File: config.mk
export PLATFORM = sky130hd
export DESIGN_NAME = sclk_rx_top
export DESIGN_NICKNAME = d
export VERILOG_FILES = /design/src/rtl/sclk_rx_pkg.sv /design/src/rtl/sclk_rx_sync.sv /design/src/rtl/sclk_rx_pace.sv /design/src/rtl/sclk_rx_frame.sv /design/src/rtl/sclk_rx_top.sv
export SDC_FILE = /design/constraint.sdc
export NUM_CORES = 1
export LEC_CHECK = 0
export BUFFER_PORTS_ARGS = -buffer_cell sky130_fd_sc_hd__buf_2
export CELL_PAD_IN_SITES_DETAIL_PLACEMENT = 0
export CELL_PAD_IN_SITES_GLOBAL_PLACEMENT = 1
export CORE_AREA = 4 4 46 89
export CTS_CLUSTER_DIAMETER = 30
export DETAILED_ROUTE_END_ITERATION = 7
export DIE_AREA = 0 0 50 93
export GPL_ROUTABILITY_DRIVEN = 0
export PLACE_DENSITY_LB_ADDON = 0.15
export SLEW_MARGIN = 10
export SYNTH_ARGS = -nofsm -noshare
export SYNTH_HDL_FRONTEND = slang
export SYNTH_SLANG_ARGS = --single-unit
File: constraint.sdc
create_clock -name clk_i -period 4.54 [get_ports clk_i]
set_clock_uncertainty 0.2 [all_clocks]
set_input_delay 0.908 -clock clk_i [delete_from_list [all_inputs] [get_ports clk_i]]
set_output_delay 0.908 -clock clk_i [all_outputs]
set_load 0.03 [all_outputs]
File: src/rtl/sclk_rx_pkg.sv
package sclk_rx_pkg;
   typedef enum logic [1:0] {
      ST_IDLE = 2'd0,
      ST_DATA = 2'd1,
      ST_STOP = 2'd2,
      ST_XFER = 2'd3
   } rx_state_t;
endpackage

File: src/rtl/sclk_rx_sync.sv
module sclk_rx_sync #(
   parameter int          W       = 2,
   parameter int          STAGES  = 2,
   parameter logic [W-1:0] RST_VAL = '1
) (
   input  logic         clk_i,
   input  logic         rst_ni,
   input  logic [W-1:0] d_i,
   output logic [W-1:0] q_o
);
   logic [STAGES-1:0][W-1:0] stg_q;

   always_ff @(posedge clk_i or negedge rst_ni) begin
      if (!rst_ni) stg_q <= {STAGES{RST_VAL}};
      else         stg_q <= {stg_q[STAGES-2:0], d_i};
   end

   assign q_o = stg_q[STAGES-1];
endmodule

File: src/rtl/sclk_rx_pace.sv
module sclk_rx_pace #(
   parameter int MIN_GAP    = 3,
   parameter bit TRAIL_FALL = 1'b1
) (
   input  logic clk_i,
   input  logic rst_ni,
   input  logic sclk_i,
   output logic shift_o
);
   localparam int GW = $clog2(MIN_GAP + 1);
   localparam logic [GW-1:0] GAP_MAX = GW'(MIN_GAP);

   logic          sclk_q;
   logic          edge_w;
   logic          gap_ok;
   logic [GW-1:0] gap_q;

   always_ff @(posedge clk_i or negedge rst_ni) begin
      if (!rst_ni) sclk_q <= 1'b1;
      else         sclk_q <= sclk_i;
   end

   if (TRAIL_FALL) begin : g_fall
      assign edge_w = sclk_q & ~sclk_i;
   end else begin : g_rise
      assign edge_w = ~sclk_q & sclk_i;
   end

   assign gap_ok  = (gap_q == GAP_MAX);
   assign shift_o = edge_w & gap_ok;

   always_ff @(posedge clk_i or negedge rst_ni) begin
      if (!rst_ni)      gap_q <= GAP_MAX;
      else if (shift_o) gap_q <= GW'(1);
      else if (!gap_ok) gap_q <= gap_q + GW'(1);
   end
endmodule

File: src/rtl/sclk_rx_frame.sv
module sclk_rx_frame
   import sclk_rx_pkg::*;
#(
   parameter int DATA_W    = 8,
   parameter int XFER_LAT  = 4,
   parameter bit LSB_FIRST = 1'b1
) (
   input  logic              clk_i,
   input  logic              rst_ni,
   input  logic              shift_i,
   input  logic              sdat_i,
   output logic              done_o,
   output logic [DATA_W-1:0] byte_o,
   output logic              stop_o
);
   localparam int CW = $clog2(DATA_W);
   localparam int XW = (XFER_LAT > 1) ? $clog2(XFER_LAT) : 1;
   localparam logic [CW-1:0] LAST_BIT = CW'(DATA_W - 1);
   localparam logic [XW-1:0] LAST_X   = XW'(XFER_LAT - 1);

   rx_state_t         state_q;
   logic [CW-1:0]     cnt_q;
   logic [XW-1:0]     xc_q;
   logic [DATA_W-1:0] sh_q;
   logic [DATA_W-1:0] sh_nx;
   logic              stop_q;

   if (LSB_FIRST) begin : g_lsb
      assign sh_nx = {sdat_i, sh_q[DATA_W-1:1]};
   end else begin : g_msb
      assign sh_nx = {sh_q[DATA_W-2:0], sdat_i};
   end

   always_ff @(posedge clk_i or negedge rst_ni) begin
      if (!rst_ni) begin
         state_q <= ST_IDLE;
         cnt_q   <= '0;
         xc_q    <= '0;
         sh_q    <= '0;
         stop_q  <= 1'b1;
      end else begin
         unique case (state_q)
            ST_IDLE: if (shift_i && !sdat_i) begin
               state_q <= ST_DATA;
               cnt_q   <= '0;
            end
            ST_DATA: if (shift_i) begin
               sh_q  <= sh_nx;
               cnt_q <= cnt_q + CW'(1);
               if (cnt_q == LAST_BIT) state_q <= ST_STOP;
            end
            ST_STOP: if (shift_i) begin
               stop_q  <= sdat_i;
               xc_q    <= '0;
               state_q <= ST_XFER;
            end
            ST_XFER: begin
               xc_q <= xc_q + XW'(1);
               if (xc_q == LAST_X) state_q <= ST_IDLE;
            end
            default: state_q <= ST_IDLE;
         endcase
      end
   end

   assign done_o = (state_q == ST_XFER) && (xc_q == LAST_X);
   assign byte_o = sh_q;
   assign stop_o = stop_q;
endmodule

File: src/rtl/sclk_rx_top.sv
module sclk_rx_top #(
   parameter int DATA_W      = 8,
   parameter int SYNC_STAGES = 2,
   parameter int MIN_GAP     = 3,
   parameter int XFER_LAT    = 4,
   parameter bit TRAIL_FALL  = 1'b1,
   parameter bit LSB_FIRST   = 1'b1
) (
   input  logic              clk_i,
   input  logic              rst_ni,
   input  logic              ser_clk_i,
   input  logic              ser_dat_i,
   input  logic              rd_stb_i,
   input  logic              irq_en_i,
   input  logic              irq_ack_i,
   input  logic              stat_clr_i,
   output logic [DATA_W-1:0] rx_data_o,
   output logic              irq_o,
   output logic              ferr_o,
   output logic              ovr_o
);
   if (DATA_W < 2) begin : g_bad_width
      $error("sclk_rx_top: DATA_W must be at least 2");
   end
   if (SYNC_STAGES < 2) begin : g_bad_sync
      $error("sclk_rx_top: SYNC_STAGES must be at least 2");
   end
   if (MIN_GAP < 1) begin : g_bad_gap
      $error("sclk_rx_top: MIN_GAP must be at least 1");
   end
   if (XFER_LAT < 1) begin : g_bad_xfer
      $error("sclk_rx_top: XFER_LAT must be at least 1");
   end

   logic [1:0]        sync_w;
   logic              shift_w;
   logic              done_w;
   logic              stop_w;
   logic [DATA_W-1:0] byte_w;
   logic              full_q;
   logic              pend_q;

   sclk_rx_sync #(.W(2), .STAGES(SYNC_STAGES), .RST_VAL(2'b11)) sync_i (
      .clk_i (clk_i),
      .rst_ni(rst_ni),
      .d_i   ({ser_clk_i, ser_dat_i}),
      .q_o   (sync_w)
   );

   sclk_rx_pace #(.MIN_GAP(MIN_GAP), .TRAIL_FALL(TRAIL_FALL)) pace_i (
      .clk_i  (clk_i),
      .rst_ni (rst_ni),
      .sclk_i (sync_w[1]),
      .shift_o(shift_w)
   );

   sclk_rx_frame #(.DATA_W(DATA_W), .XFER_LAT(XFER_LAT), .LSB_FIRST(LSB_FIRST)) frame_i (
      .clk_i  (clk_i),
      .rst_ni (rst_ni),
      .shift_i(shift_w),
      .sdat_i (sync_w[0]),
      .done_o (done_w),
      .byte_o (byte_w),
      .stop_o (stop_w)
   );

   always_ff @(posedge clk_i or negedge rst_ni) begin
      if (!rst_ni)     rx_data_o <= '0;
      else if (done_w) rx_data_o <= byte_w;
   end

   always_ff @(posedge clk_i or negedge rst_ni) begin
      if (!rst_ni)       full_q <= 1'b0;
      else if (done_w)   full_q <= 1'b1;
      else if (rd_stb_i) full_q <= 1'b0;
   end

   always_ff @(posedge clk_i or negedge rst_ni) begin
      if (!rst_ni)                          ovr_o <= 1'b0;
      else if (done_w && full_q && !rd_stb_i) ovr_o <= 1'b1;
      else if (stat_clr_i)                  ovr_o <= 1'b0;
   end

   always_ff @(posedge clk_i or negedge rst_ni) begin
      if (!rst_ni)                ferr_o <= 1'b0;
      else if (done_w && !stop_w) ferr_o <= 1'b1;
      else if (stat_clr_i)        ferr_o <= 1'b0;
   end

   always_ff @(posedge clk_i or negedge rst_ni) begin
      if (!rst_ni)        pend_q <= 1'b0;
      else if (done_w)    pend_q <= 1'b1;
      else if (irq_ack_i) pend_q <= 1'b0;
   end

   assign irq_o = pend_q & irq_en_i;
endmodule

==> tab_implementation.tex, run 1 <==
\begin{tabular}{lr}
\hline
Metric & Value \\
\hline
\multicolumn{2}{l}{\textbf{Status}} \\
Result of the run & complete, no violations \\
\multicolumn{2}{l}{\textbf{Floorplanning}} \\
I/O pins & 19 \\
Area of the core & 3420 sq um \\
Overall die area & 4650 sq um \\
Effective utilization at floorplan & 43.5\% \\
DIE WIDTH & 50 um \\
Row cnt & 30 \\
Die extent in y & 93 um \\
\multicolumn{2}{l}{\textbf{Placement}} \\
Placed standard-cell area & 1630 sq um \\
Worst slack at placement & 2140 ps \\
Placed Instances & 167 \\
Count of port buffers added during placement & 18 \\
DPL Wire Length & 1.75 mm \\
\multicolumn{2}{l}{\textbf{GRT}} \\
First-pass GRT wire length & 4.44 mm \\
Initial antenna violation count & 0 \\
Residual overflow from global routing & 0 \\
Maximum number of pins on one net before global-route repair & 36 \\
Vias in the first global route & 984 \\
All-Layer GR Usage & 12.7\% \\
\multicolumn{2}{l}{\textbf{Power}} \\
Power per unit of standard cell area & 572 nW/um\^{}2 \\
VDD IR max & 0.288 mV \\
Total power consumption of the routed design & 990 uW \\
Lkg Pwr & 0.873 nW \\
\multicolumn{2}{l}{\textbf{Setup path}} \\
Buffers and inverters on the worst path & 2 \\
CP Capture Type & primary output \\
Critical path arrival & 1290 ps \\
Most frequent cell on the critical path & sky130\_fd\_sc\_hd\_\_buf\_2 \\
Delay of the slowest cell on the worst path & 170 ps \\
Critical path data required time & 3430 ps \\
Crit Path Class & in -> out \\
Critical-path maximum fanout & 1 \\
Ordered list of cells on the worst path & buf\_2, and2\_1, buf\_2 \\
Top cell family by delay on the critical path & buffers and inverters \\
Category of the worst setup path launch point & input pin \\
Highest-delay cell along the critical path & sky130\_fd\_sc\_hd\_\_buf\_2 \\
\multicolumn{2}{l}{\textbf{Layout}} \\
Area growth from synthesis to layout & 16.5\% \\
Layout net count & 143 \\
Area of all placed cells without fillers & 1730 sq um \\
Share of cells above drive strength 1 & 47.2\% \\
Number of diodes & 0 \\
Count of placed standard cells in the final layout, fillers left out & 175 \\
Post-Route Utilization & 50.7\% \\
Filler cells & 309 \\
\multicolumn{2}{l}{\textbf{Clock network}} \\
Sinks on Clock Net & 35 \\
Cts repair resizes & 0 \\
TritonCTS clock tree & done \\
Skew-Pair Late Insertion Delay & 280 ps \\
Number of buffers created by CTS & 5 \\
H-Tree Depth & 2 \\
Clock input transition at the sequential cells of the worst setup and hold paths & 60 ps \\
Root buf cell & sky130\_fd\_sc\_hd\_\_clkbuf\_8 \\
\# hold bufs at CTS & 0 \\
Bufs on Longest Clock Path & 2 \\
Setup repair bufs after CTS & 0 \\
\multicolumn{2}{l}{\textbf{STA}} \\
Peak clock frequency supported by timing & 418 MHz \\
Final period demand of the worst path & 2390 ps \\
Total of endpoints with negative setup slack in the final report & 0 \\
RSZ-0062 raised after global routing & no \\
Final worst path period share & 52.7\% \\
Count of final hold-check violations & 0 \\
Relative slew slack & 49.7\% \\
Final slew viol count & 0 \\
Setup\_tns & 0 ps \\
Worst-margin pin slew & 755 ps \\
Min Hold Slack & 154 ps \\
Worst setup slack after layout & 2150 ps \\
\multicolumn{2}{l}{\textbf{Synthesis}} \\
Share of synthesized area occupied by flip-flops and latches & 59.6\% \\
Area share of the largest cell type after synthesis & 45.5\% \\
Synth Cell Area & 1490 sq um \\
Commonest register cell after synthesis & sky130\_fd\_sc\_hd\_\_dfrtp\_1 \\
Number of nets produced by synthesis & 119 \\
Syn. warnings & 0 \\
Largest area contributor in the synthesized netlist & sky130\_fd\_sc\_hd\_\_dfrtp\_1 \\
Share of synthesized flip-flops with an asynchronous set or reset & 100\% \\
Cells after synthesis & 102 \\
EDFF count, synth & 0 \\
Top cells by area, synth & sky130\_fd\_sc\_hd\_\_dfrtp\_1 45\%, sky130\_fd\_sc\_hd\_\_mux2\_2 15\%, sky130\_fd\_sc\_hd\_\_dfstp\_2 14\%, sky130\_fd\_sc\_hd\_\_ha\_1 7.6\%, sky130\_fd\_sc\_hd\_\_a22o\_1 1.8\% \\
Synthesized area per cell & 14.6 sq um \\
Count of distinct cell types in the synthesized netlist & 29 \\
Flip-flop and latch count after synthesis & 35 \\
\multicolumn{2}{l}{\textbf{Drt}} \\
Via count & 842 \\
DRC Markers & 0 \\
Final routed wire length divided by cell count & 13.8 um \\
ANT nets after route & 0 \\
Post-detailed-route via-to-cell ratio & 4.81 \\
Total Wirelength & 2.41 mm \\
Violation count after the first detailed-routing iteration & 14 \\
First-pass DRT Iterations & 4 \\
\multicolumn{2}{l}{\textbf{Flow run}} \\
Number of maximum-capacitance violations & 0 \\
\multicolumn{2}{l}{\textbf{Min path}} \\
Type of the worst min-delay path & reg -> reg \\
\hline
\end{tabular}
==> power breakdown <==
group	switching (mW)	internal [mW]	total (mW)	leakage (nW)
clock	0.102	0.138	0.240	0.0515
sequential	0.0443	0.396	0.440	0.447
combinational	0.155	0.154	0.310	0.375
==> cell families (layout without fill, tap and decap cells) <==
logic type                 after synthesis  after routing  synth area share [%]
muxes                                   23             23                  17.5
AOI/OAI and AO/OA                       11             11                  5.89
buffers and inverters                    6             31                  1.60
and+or+nand+nor                         18             18                  7.83
DFF                                     35             35                  59.6
adders and majority gates                9              9                  7.58
==> synthesized netlist by cell type, types with 2 or more instances <==
cell / number
sky130_fd_sc_hd__mux2_2: 20
sky130_fd_sc_hd__nand2_1: 4
sky130_fd_sc_hd__o21ai_0: 2
sky130_fd_sc_hd__nor2_1: 2
sky130_fd_sc_hd__mux2i_1: 2
sky130_fd_sc_hd__ha_1: 9
sky130_fd_sc_hd__dfstp_2: 8
sky130_fd_sc_hd__o22ai_1: 2
sky130_fd_sc_hd__inv_1: 5
sky130_fd_sc_hd__dfrtp_1: 27
sky130_fd_sc_hd__a22o_1: 3
==> placed cells by master, fill, tap and decap left out, drive strengths merged <==
cell	instances
o211ai	1
a32oi	1
dfstp	8
dfrtp	27
o22ai	2
nand3	1
buf	18
nor2	2
and2b	1
nor3	1
mux2i	2
nand2	4
or2b	2
inv	5
and3b	1
mux2	21
and2	1
a21boi	1
nand2b	1
o2111ai	1
o21ai	2
nor2b	1
a22o	3
and3	2
nand3b	1
ha	9
clkbuf	8
==> cell type report <==
type	count	area, sq um	share of cell area (%)
clock buffer	8	100	5.78
inverter	5	18.8	1.08
multi-input combinational	61	577	33.3
sequential	35	886	51.2
tap	48	60.1	3.47
timing repair buffer	18	90.1	5.20
==> sequential cells by signal, indices dropped and copies added (netlist names) <==
name / cells
ferr_o: 1
frame_i.byte_o: 8
frame_i.cnt_q: 3
frame_i.state_q: 2
frame_i.stop_o: 1
frame_i.xc_q: 2
full_q: 1
ovr_o: 1
pace_i.gap_q: 2
pace_i.sclk_q: 1
pend_q: 1
rx_data_o: 8
sync_i.q_o: 2
sync_i.stg_q: 2
==> layer usage <==
layer | up-vias | track usage [%] | wire length [um]
li1 | 407 | - | -
met1 | 415 | 14.1 | 989
met2 | 16 | 21.2 | 1310
met3 | 4 | 3.67 | 70
met4 | 0 | 6.93 | 42
met5 | - | 0 | 0
==> worst paths after layout <==
check	slack, ps	cells past startpoint	to	startpoint
min in group asynchronous	500	1	frame_i.byte_o[6]	rst_ni
max in group asynchronous	3160	1	frame_i.byte_o[2]	rst_ni
max	2150	3	irq_o	irq_en_i
min	150	0	sync_i.q_o[1]	sync_i.stg_q[1]
min reg2reg	150	0	sync_i.q_o[1]	sync_i.stg_q[1]
max reg2reg	2680	4	frame_i.state_q[1]	pace_i.gap_q[0]
Power figures use the tool's default switching activity.
==> inputs of run 2 (changes only) <==
Settings changed: ABC_AREA set to 1, CORE_AREA 4 4 46 89 to 4 4 50 96, DIE_AREA 0 0 50 93 to 0 0 54 100.
Clock period 4.54 ns to 2.1 ns, I/O delays scaled along.
==> tab_implementation.tex, run 2 <==
\begin{tabular}{lr}
\hline
Metric & Value \\
\hline
\multicolumn{2}{l}{\textbf{Power}} \\
Clock power frac & 29.1\% \\
Combinational share of power & 28.8\% \\
Internal power contribution & 1.45 mW \\
Sequential group share of total power & 42.1\% \\
Net load switching power & 697 uW \\
Lkg Pwr & 0.926 nW \\
Power per unit of standard cell area & 1190 nW/um\^{}2 \\
VDD IR max & 0.618 mV \\
Net switching fraction of the power & 32.5\% \\
\multicolumn{2}{l}{\textbf{Synthesis}} \\
Syn. warnings & 0 \\
Cells after synthesis & 148 \\
Number of nets produced by synthesis & 165 \\
Count of distinct cell types in the synthesized netlist & 21 \\
EDFF count, synth & 0 \\
Share of synthesized flip-flops with an asynchronous set or reset & 100\% \\
Largest area contributor in the synthesized netlist & sky130\_fd\_sc\_hd\_\_dfrtp\_1 \\
Top-count cell post-synth & sky130\_fd\_sc\_hd\_\_nand2\_1 \\
Commonest register cell after synthesis & sky130\_fd\_sc\_hd\_\_dfrtp\_1 \\
Flip-flop and latch count after synthesis & 35 \\
Synthesized area per cell & 10.3 sq um \\
Synth top cells by count & 41 x sky130\_fd\_sc\_hd\_\_nand2\_1, 27 x sky130\_fd\_sc\_hd\_\_dfrtp\_1, 18 x sky130\_fd\_sc\_hd\_\_inv\_1 \\
Share of synthesized area occupied by flip-flops and latches & 57.9\% \\
Area share of the largest cell type after synthesis & 44.2\% \\
Top cells by area, synth & sky130\_fd\_sc\_hd\_\_dfrtp\_1 44\%, sky130\_fd\_sc\_hd\_\_dfstp\_2 14\%, sky130\_fd\_sc\_hd\_\_nand2\_1 10\%, sky130\_fd\_sc\_hd\_\_ha\_1 7.4\%, sky130\_fd\_sc\_hd\_\_o21ai\_2 4.6\% \\
Synth Cell Area & 1530 sq um \\
\multicolumn{2}{l}{\textbf{STA}} \\
Peak clock frequency supported by timing & 588 MHz \\
Worst-margin pin slew & 443 ps \\
Total of endpoints with negative setup slack in the final report & 0 \\
Final period demand of the worst path & 1700 ps \\
Final slew viol count & 0 \\
Count of final hold-check violations & 0 \\
Relative slew slack & 70.5\% \\
Setup\_tns & 0 ps \\
Final worst path period share & 81.0\% \\
RSZ-0062 raised after global routing & no \\
\multicolumn{2}{l}{\textbf{Clock network}} \\
Skew-Pair Late Insertion Delay & 280 ps \\
Cts repair resizes & 0 \\
TritonCTS clock tree & done \\
Setup repair bufs after CTS & 0 \\
Sinks on Clock Net & 35 \\
Root buf cell & sky130\_fd\_sc\_hd\_\_clkbuf\_8 \\
Clock input transition at the sequential cells of the worst setup and hold paths & 70 ps \\
Number of buffers created by CTS & 5 \\
Bufs on Longest Clock Path & 2 \\
\# hold bufs at CTS & 1 \\
H-Tree Depth & 2 \\
\multicolumn{2}{l}{\textbf{Layout}} \\
Total area of multi-input combinational cells & 557 sq um \\
Commonest non-fill, non-tap cell in the layout & sky130\_fd\_sc\_hd\_\_nand2\_1 \\
Layout net count & 190 \\
Post-Route Utilization & 44.1\% \\
Area growth from synthesis to layout & 17.9\% \\
Filler cells & 413 \\
Share of cells above drive strength 1 & 32.2\% \\
Area used by sequential logic in the layout & 886 sq um \\
Highest-count cells in the layout ignoring fill and taps & 41 x sky130\_fd\_sc\_hd\_\_nand2\_1, 27 x sky130\_fd\_sc\_hd\_\_dfrtp\_1, 18 x sky130\_fd\_sc\_hd\_\_inv\_1, 18 x sky130\_fd\_sc\_hd\_\_buf\_2, 10 x sky130\_fd\_sc\_hd\_\_o21ai\_0 \\
Number of diodes & 0 \\
\multicolumn{2}{l}{\textbf{Placement}} \\
DPL Wire Length & 2.01 mm \\
Count of port buffers added during placement & 18 \\
\multicolumn{2}{l}{\textbf{Floorplanning}} \\
Die extent in y & 100 um \\
Effective utilization at floorplan & 37.4\% \\
DIE WIDTH & 54 um \\
Row cnt & 33 \\
Overall die area & 5400 sq um \\
Area of the core & 4090 sq um \\
I/O pins & 19 \\
\multicolumn{2}{l}{\textbf{Min path}} \\
Type of the worst min-delay path & in -> reg \\
\multicolumn{2}{l}{\textbf{Drt}} \\
First-pass DRT Iterations & 4 \\
Final routed wire length divided by cell count & 12.3 um \\
ANT nets after route & 0 \\
Via count & 1028 \\
Total Wirelength & 2.79 mm \\
Post-detailed-route via-to-cell ratio & 4.55 \\
DRC Markers & 0 \\
Violation count after the first detailed-routing iteration & 17 \\
\multicolumn{2}{l}{\textbf{GRT}} \\
Maximum number of pins on one net before global-route repair & 36 \\
Residual overflow from global routing & 0 \\
Initial antenna violation count & 0 \\
First-pass GRT wire length & 4.91 mm \\
Vias in the first global route & 1129 \\
All-Layer GR Usage & 12.8\% \\
\multicolumn{2}{l}{\textbf{Setup path}} \\
Critical path data required time & 2070 ps \\
Critical path arrival & 1670 ps \\
Category of the worst setup path launch point & flip-flop \\
Critical-path maximum fanout & 7 \\
Crit Path Class & reg -> reg \\
CP Capture Type & flip-flop \\
\multicolumn{2}{l}{\textbf{Flow run}} \\
Number of maximum-capacitance violations & 0 \\
\multicolumn{2}{l}{\textbf{Status}} \\
Result of the run & complete, no violations \\
\hline
\end{tabular}
## run 2: final timing paths
check                                   start                  to  slack [ps]  depth (start not counted)
hold / removal                      ser_clk_i     sync_i.stg_q[1]          30                          1
min in group asynchronous              rst_ni        rx_data_o[2]         500                          3
setup reg to reg           frame_i.state_q[1]  frame_i.state_q[1]         400                          7
setup / recovery           frame_i.state_q[1]  frame_i.state_q[1]         400                          7
max in group asynchronous              rst_ni     pace_i.gap_q[0]         860                          3
hold reg to reg               sync_i.stg_q[0]       sync_i.q_o[0]         160                          0
## run 2: kinds of logic (layout without fill, tap and decap cells)
group / after synthesis / count (layout) / share of synthesized area [%]
AO/OA/AOI/OAI: 21 / 21 / 8.99
adder cells (fa/ha/maj): 9 / 9 / 7.36
AND/OR/NAND/NOR: 60 / 60 / 18.6
buffers and inverters: 21 / 47 / 5.72
flip-flops: 35 / 35 / 57.9
multiplexers: 2 / 2 / 1.47
## run 2: worst max-delay path: stages, from the launching register on
cell                      delay (ps)
sky130_fd_sc_hd__dfrtp_1         390
sky130_fd_sc_hd__inv_1            90
sky130_fd_sc_hd__ha_1            290
sky130_fd_sc_hd__or2_4           300
sky130_fd_sc_hd__nand2_4         110
sky130_fd_sc_hd__nand2_2          60
sky130_fd_sc_hd__nand2_1          70
sky130_fd_sc_hd__nand2_1          60
## run 2: power by group through the flow
| stage | clock (mW) | sequential, mW | combinational, mW |
|---|---|---|---|
| floorplan | 0 | 0.903 | 0.477 |
| global placement | 0 | 0.910 | 0.592 |
| detailed placement | 0 | 0.916 | 0.626 |
| CTS | 0.654 | 0.904 | 0.630 |
| global route | 0.678 | 0.915 | 0.730 |
| finish | 0.624 | 0.903 | 0.617 |
## run 2: metal layers
metal	vias to the layer above	routed length (um)	global-route usage, %	part of all wire (%)
met5	-	0	0	0
met4	0	85	9.21	3.1
met3	6	107	3.42	3.8
met2	19	1540	21.4	55
met1	487	1050	12.8	38
li1	516	-	-	-
## run 2: through the flow
step | cells | hold WS [ps] | total power [mW] | setup WS [ps] | area (sq um)
after global routing | 226 | 9.29 | 2.32 | 261 | 1800
after floorplan | 148 | -75.6 | 1.38 | 557 | 1530
after global placement | 217 | 145 | 1.50 | 420 | 1680
after detailed placement | 217 | 147 | 1.54 | 401 | 1680
after CTS | 226 | 15.5 | 2.19 | 392 | 1800
final | 226 | 31.1 | 2.14 | 399 | 1800
## run 2: layout make-up
type | instances | share of cell area, %
multi-input combinational | 92 | 30.9
timing repair buffer | 20 | 5.96
tap | 52 | 3.61
inverter | 19 | 3.95
sequential | 35 | 49.1
clock inverter | 2 | 1.94
clock buffer | 6 | 4.58
==> inputs of run 3 (changes only) <==
Settings changed: CORE_AREA 4 4 50 96 to 4 4 47 91, DIE_AREA 0 0 54 100 to 0 0 51 95.
Clock period 2.1 ns to 1.6 ns, I/O delays scaled along.
==> tab_implementation.tex, run 3 (synthesis results as in run 2) <==
\begin{tabular}{lr}
\hline
Metric & Value \\
\hline
\multicolumn{2}{l}{\textbf{Setup path}} \\
Critical path data required time & 1570 ps \\
Category of the worst setup path launch point & flip-flop \\
Crit Path Class & reg -> reg \\
Most frequent cell on the critical path & sky130\_fd\_sc\_hd\_\_nand2\_1 \\
Worst R2R Setup Slack & 30 ps \\
Highest-delay cell along the critical path & sky130\_fd\_sc\_hd\_\_dfrtp\_1 \\
Ordered list of cells on the worst path & inv\_2, ha\_2, or2\_4, nand2\_4, nand2\_2, nand2\_1, nand2\_1 \\
CP Capture Type & flip-flop \\
Critical-path maximum fanout & 7 \\
Delay of the slowest cell on the worst path & 420 ps \\
Critical path arrival & 1550 ps \\
\multicolumn{2}{l}{\textbf{Floorplanning}} \\
DIE WIDTH & 51 um \\
Die extent in y & 95 um \\
Area of the core & 3610 sq um \\
Effective utilization at floorplan & 42.4\% \\
I/O pins & 19 \\
Row cnt & 31 \\
Overall die area & 4850 sq um \\
\multicolumn{2}{l}{\textbf{Power}} \\
Net switching fraction of the power & 34.2\% \\
VDD IR max & 0.742 mV \\
Power per unit of standard cell area & 1510 nW/um\^{}2 \\
Lkg Pwr & 0.940 nW \\
Sequential group share of total power & 42.0\% \\
Combinational share of power & 33.9\% \\
Internal power contribution & 1.88 mW \\
Clock power frac & 24.1\% \\
Net load switching power & 979 uW \\
Total power consumption of the routed design & 2.86 mW \\
\multicolumn{2}{l}{\textbf{GRT}} \\
All-Layer GR Usage & 14.1\% \\
Vias in the first global route & 1092 \\
First-pass GRT wire length & 4.97 mm \\
Maximum number of pins on one net before global-route repair & 36 \\
Initial antenna violation count & 0 \\
Residual overflow from global routing & 0 \\
\multicolumn{2}{l}{\textbf{Layout}} \\
Count of placed standard cells in the final layout, fillers left out & 229 \\
Area of all placed cells without fillers & 1900 sq um \\
Area growth from synthesis to layout & 24.2\% \\
Highest-count cells in the layout ignoring fill and taps & 40 x sky130\_fd\_sc\_hd\_\_nand2\_1, 27 x sky130\_fd\_sc\_hd\_\_dfrtp\_1, 18 x sky130\_fd\_sc\_hd\_\_buf\_2 \\
Area used by sequential logic in the layout & 886 sq um \\
Filler cells & 341 \\
Total area of multi-input combinational cells & 609 sq um \\
Number of diodes & 0 \\
Layout net count & 196 \\
Commonest non-fill, non-tap cell in the layout & sky130\_fd\_sc\_hd\_\_nand2\_1 \\
Share of cells above drive strength 1 & 36.7\% \\
\multicolumn{2}{l}{\textbf{STA}} \\
Count of final hold-check violations & 0 \\
Final worst path period share & 98.3\% \\
Peak clock frequency supported by timing & 636 MHz \\
Final period demand of the worst path & 1570 ps \\
Worst-margin pin slew & 263 ps \\
RSZ-0062 raised after global routing & yes \\
Relative slew slack & 82.5\% \\
Total of endpoints with negative setup slack in the final report & 0 \\
Final slew viol count & 0 \\
Worst setup slack after layout & 27.7 ps \\
\multicolumn{2}{l}{\textbf{Clock network}} \\
Number of buffers created by CTS & 5 \\
H-Tree Depth & 2 \\
TritonCTS clock tree & done \\
Bufs on Longest Clock Path & 2 \\
Skew-Pair Late Insertion Delay & 280 ps \\
Sinks on Clock Net & 35 \\
Root buf cell & sky130\_fd\_sc\_hd\_\_clkbuf\_8 \\
Clock input transition at the sequential cells of the worst setup and hold paths & 70 ps \\
\multicolumn{2}{l}{\textbf{Drt}} \\
ANT nets after route & 0 \\
Via count & 1063 \\
Violation count after the first detailed-routing iteration & 14 \\
Total Wirelength & 2.88 mm \\
Post-detailed-route via-to-cell ratio & 4.64 \\
Final routed wire length divided by cell count & 12.6 um \\
First-pass DRT Iterations & 3 \\
DRC Markers & 0 \\
\multicolumn{2}{l}{\textbf{Placement}} \\
Count of port buffers added during placement & 18 \\
Placed Instances & 218 \\
Worst slack at placement & -22.8 ps \\
DPL Wire Length & 2.10 mm \\
Placed standard-cell area & 1720 sq um \\
\multicolumn{2}{l}{\textbf{Flow run}} \\
Number of maximum-capacitance violations & 0 \\
\multicolumn{2}{l}{\textbf{Status}} \\
Result of the run & complete, no violations \\
\multicolumn{2}{l}{\textbf{Min path}} \\
Type of the worst min-delay path & in -> reg \\
\hline
\end{tabular}
run 3: final timing paths:
path | startpoint | end | cells after the start
setup / recovery | frame_i.state_q[0] | frame_i.state_q[0] | 7
hold / removal | irq_ack_i | pend_q | 2
setup reg to reg | frame_i.state_q[0] | frame_i.state_q[0] | 7
hold reg to reg | sync_i.stg_q[1] | sync_i.q_o[1] | 0
max in group asynchronous | rst_ni | frame_i.stop_o | 3
min in group asynchronous | rst_ni | rx_data_o[1] | 3
run 3: layout make-up:
class,count,area share (%)
Inverter,19,3.88
Multi-Input combinational cell,92,32.1
Clock buffer,8,5.27
Tap cell,49,3.23
Sequential cell,35,46.6
Timing Repair Buffer,26,8.95
run 3: what timing repair did:
| item | 4_1_cts | 5_1_grt |
|---|---|---|
| pin swaps | 1 | 2 |
| endpoints found under the hold margin | 29 | 0 |
| setup buffers | 0 | 0 |
| hold buffers | 3 | 0 |
| resized for setup | 3 | 10 |
| endpoints found under the setup margin | 5 | 15 |
run 3: power by group through the flow:
stage	Combinational (mW)	Clock (mW)	Sequential, mW
3_3_place_gp	0.833	0	1.19
3_5_place_dp	0.864	0	1.20
2_1_floorplan	0.626	0	1.19
5_1_grt	1.11	0.761	1.22
6_report	0.970	0.689	1.20
4_1_cts	0.885	0.719	1.19
run 3: worst max-delay path, delay by kind of cell, from the launching register on:
kind	cells	cell delay [ps]
buffers and inverters	1	80
flip-flops	1	420
AND/OR/NAND/NOR	5	570
adder cells (fa/ha/maj)	1	190
run 3: through the flow:
step | setup TNS, ps | utilization, % | hold slack, ps
after global placement | 0 | 47.6 | 94.3
after floorplan | 0 | - | -176
after detailed placement | -36.8 | 47.6 | 96.4
after global routing | -184 | 52.7 | 26.5
after CTS | 0 | 51.3 | 16.8
final | 0 | 52.7 | 21.7
run 3: layer usage:
layer	part of all wire, %	GRT usage [%]
met5	0	0
met3	2.4	3.48
met4	3.2	8.09
met1	38	14.6
met2	56	24.9
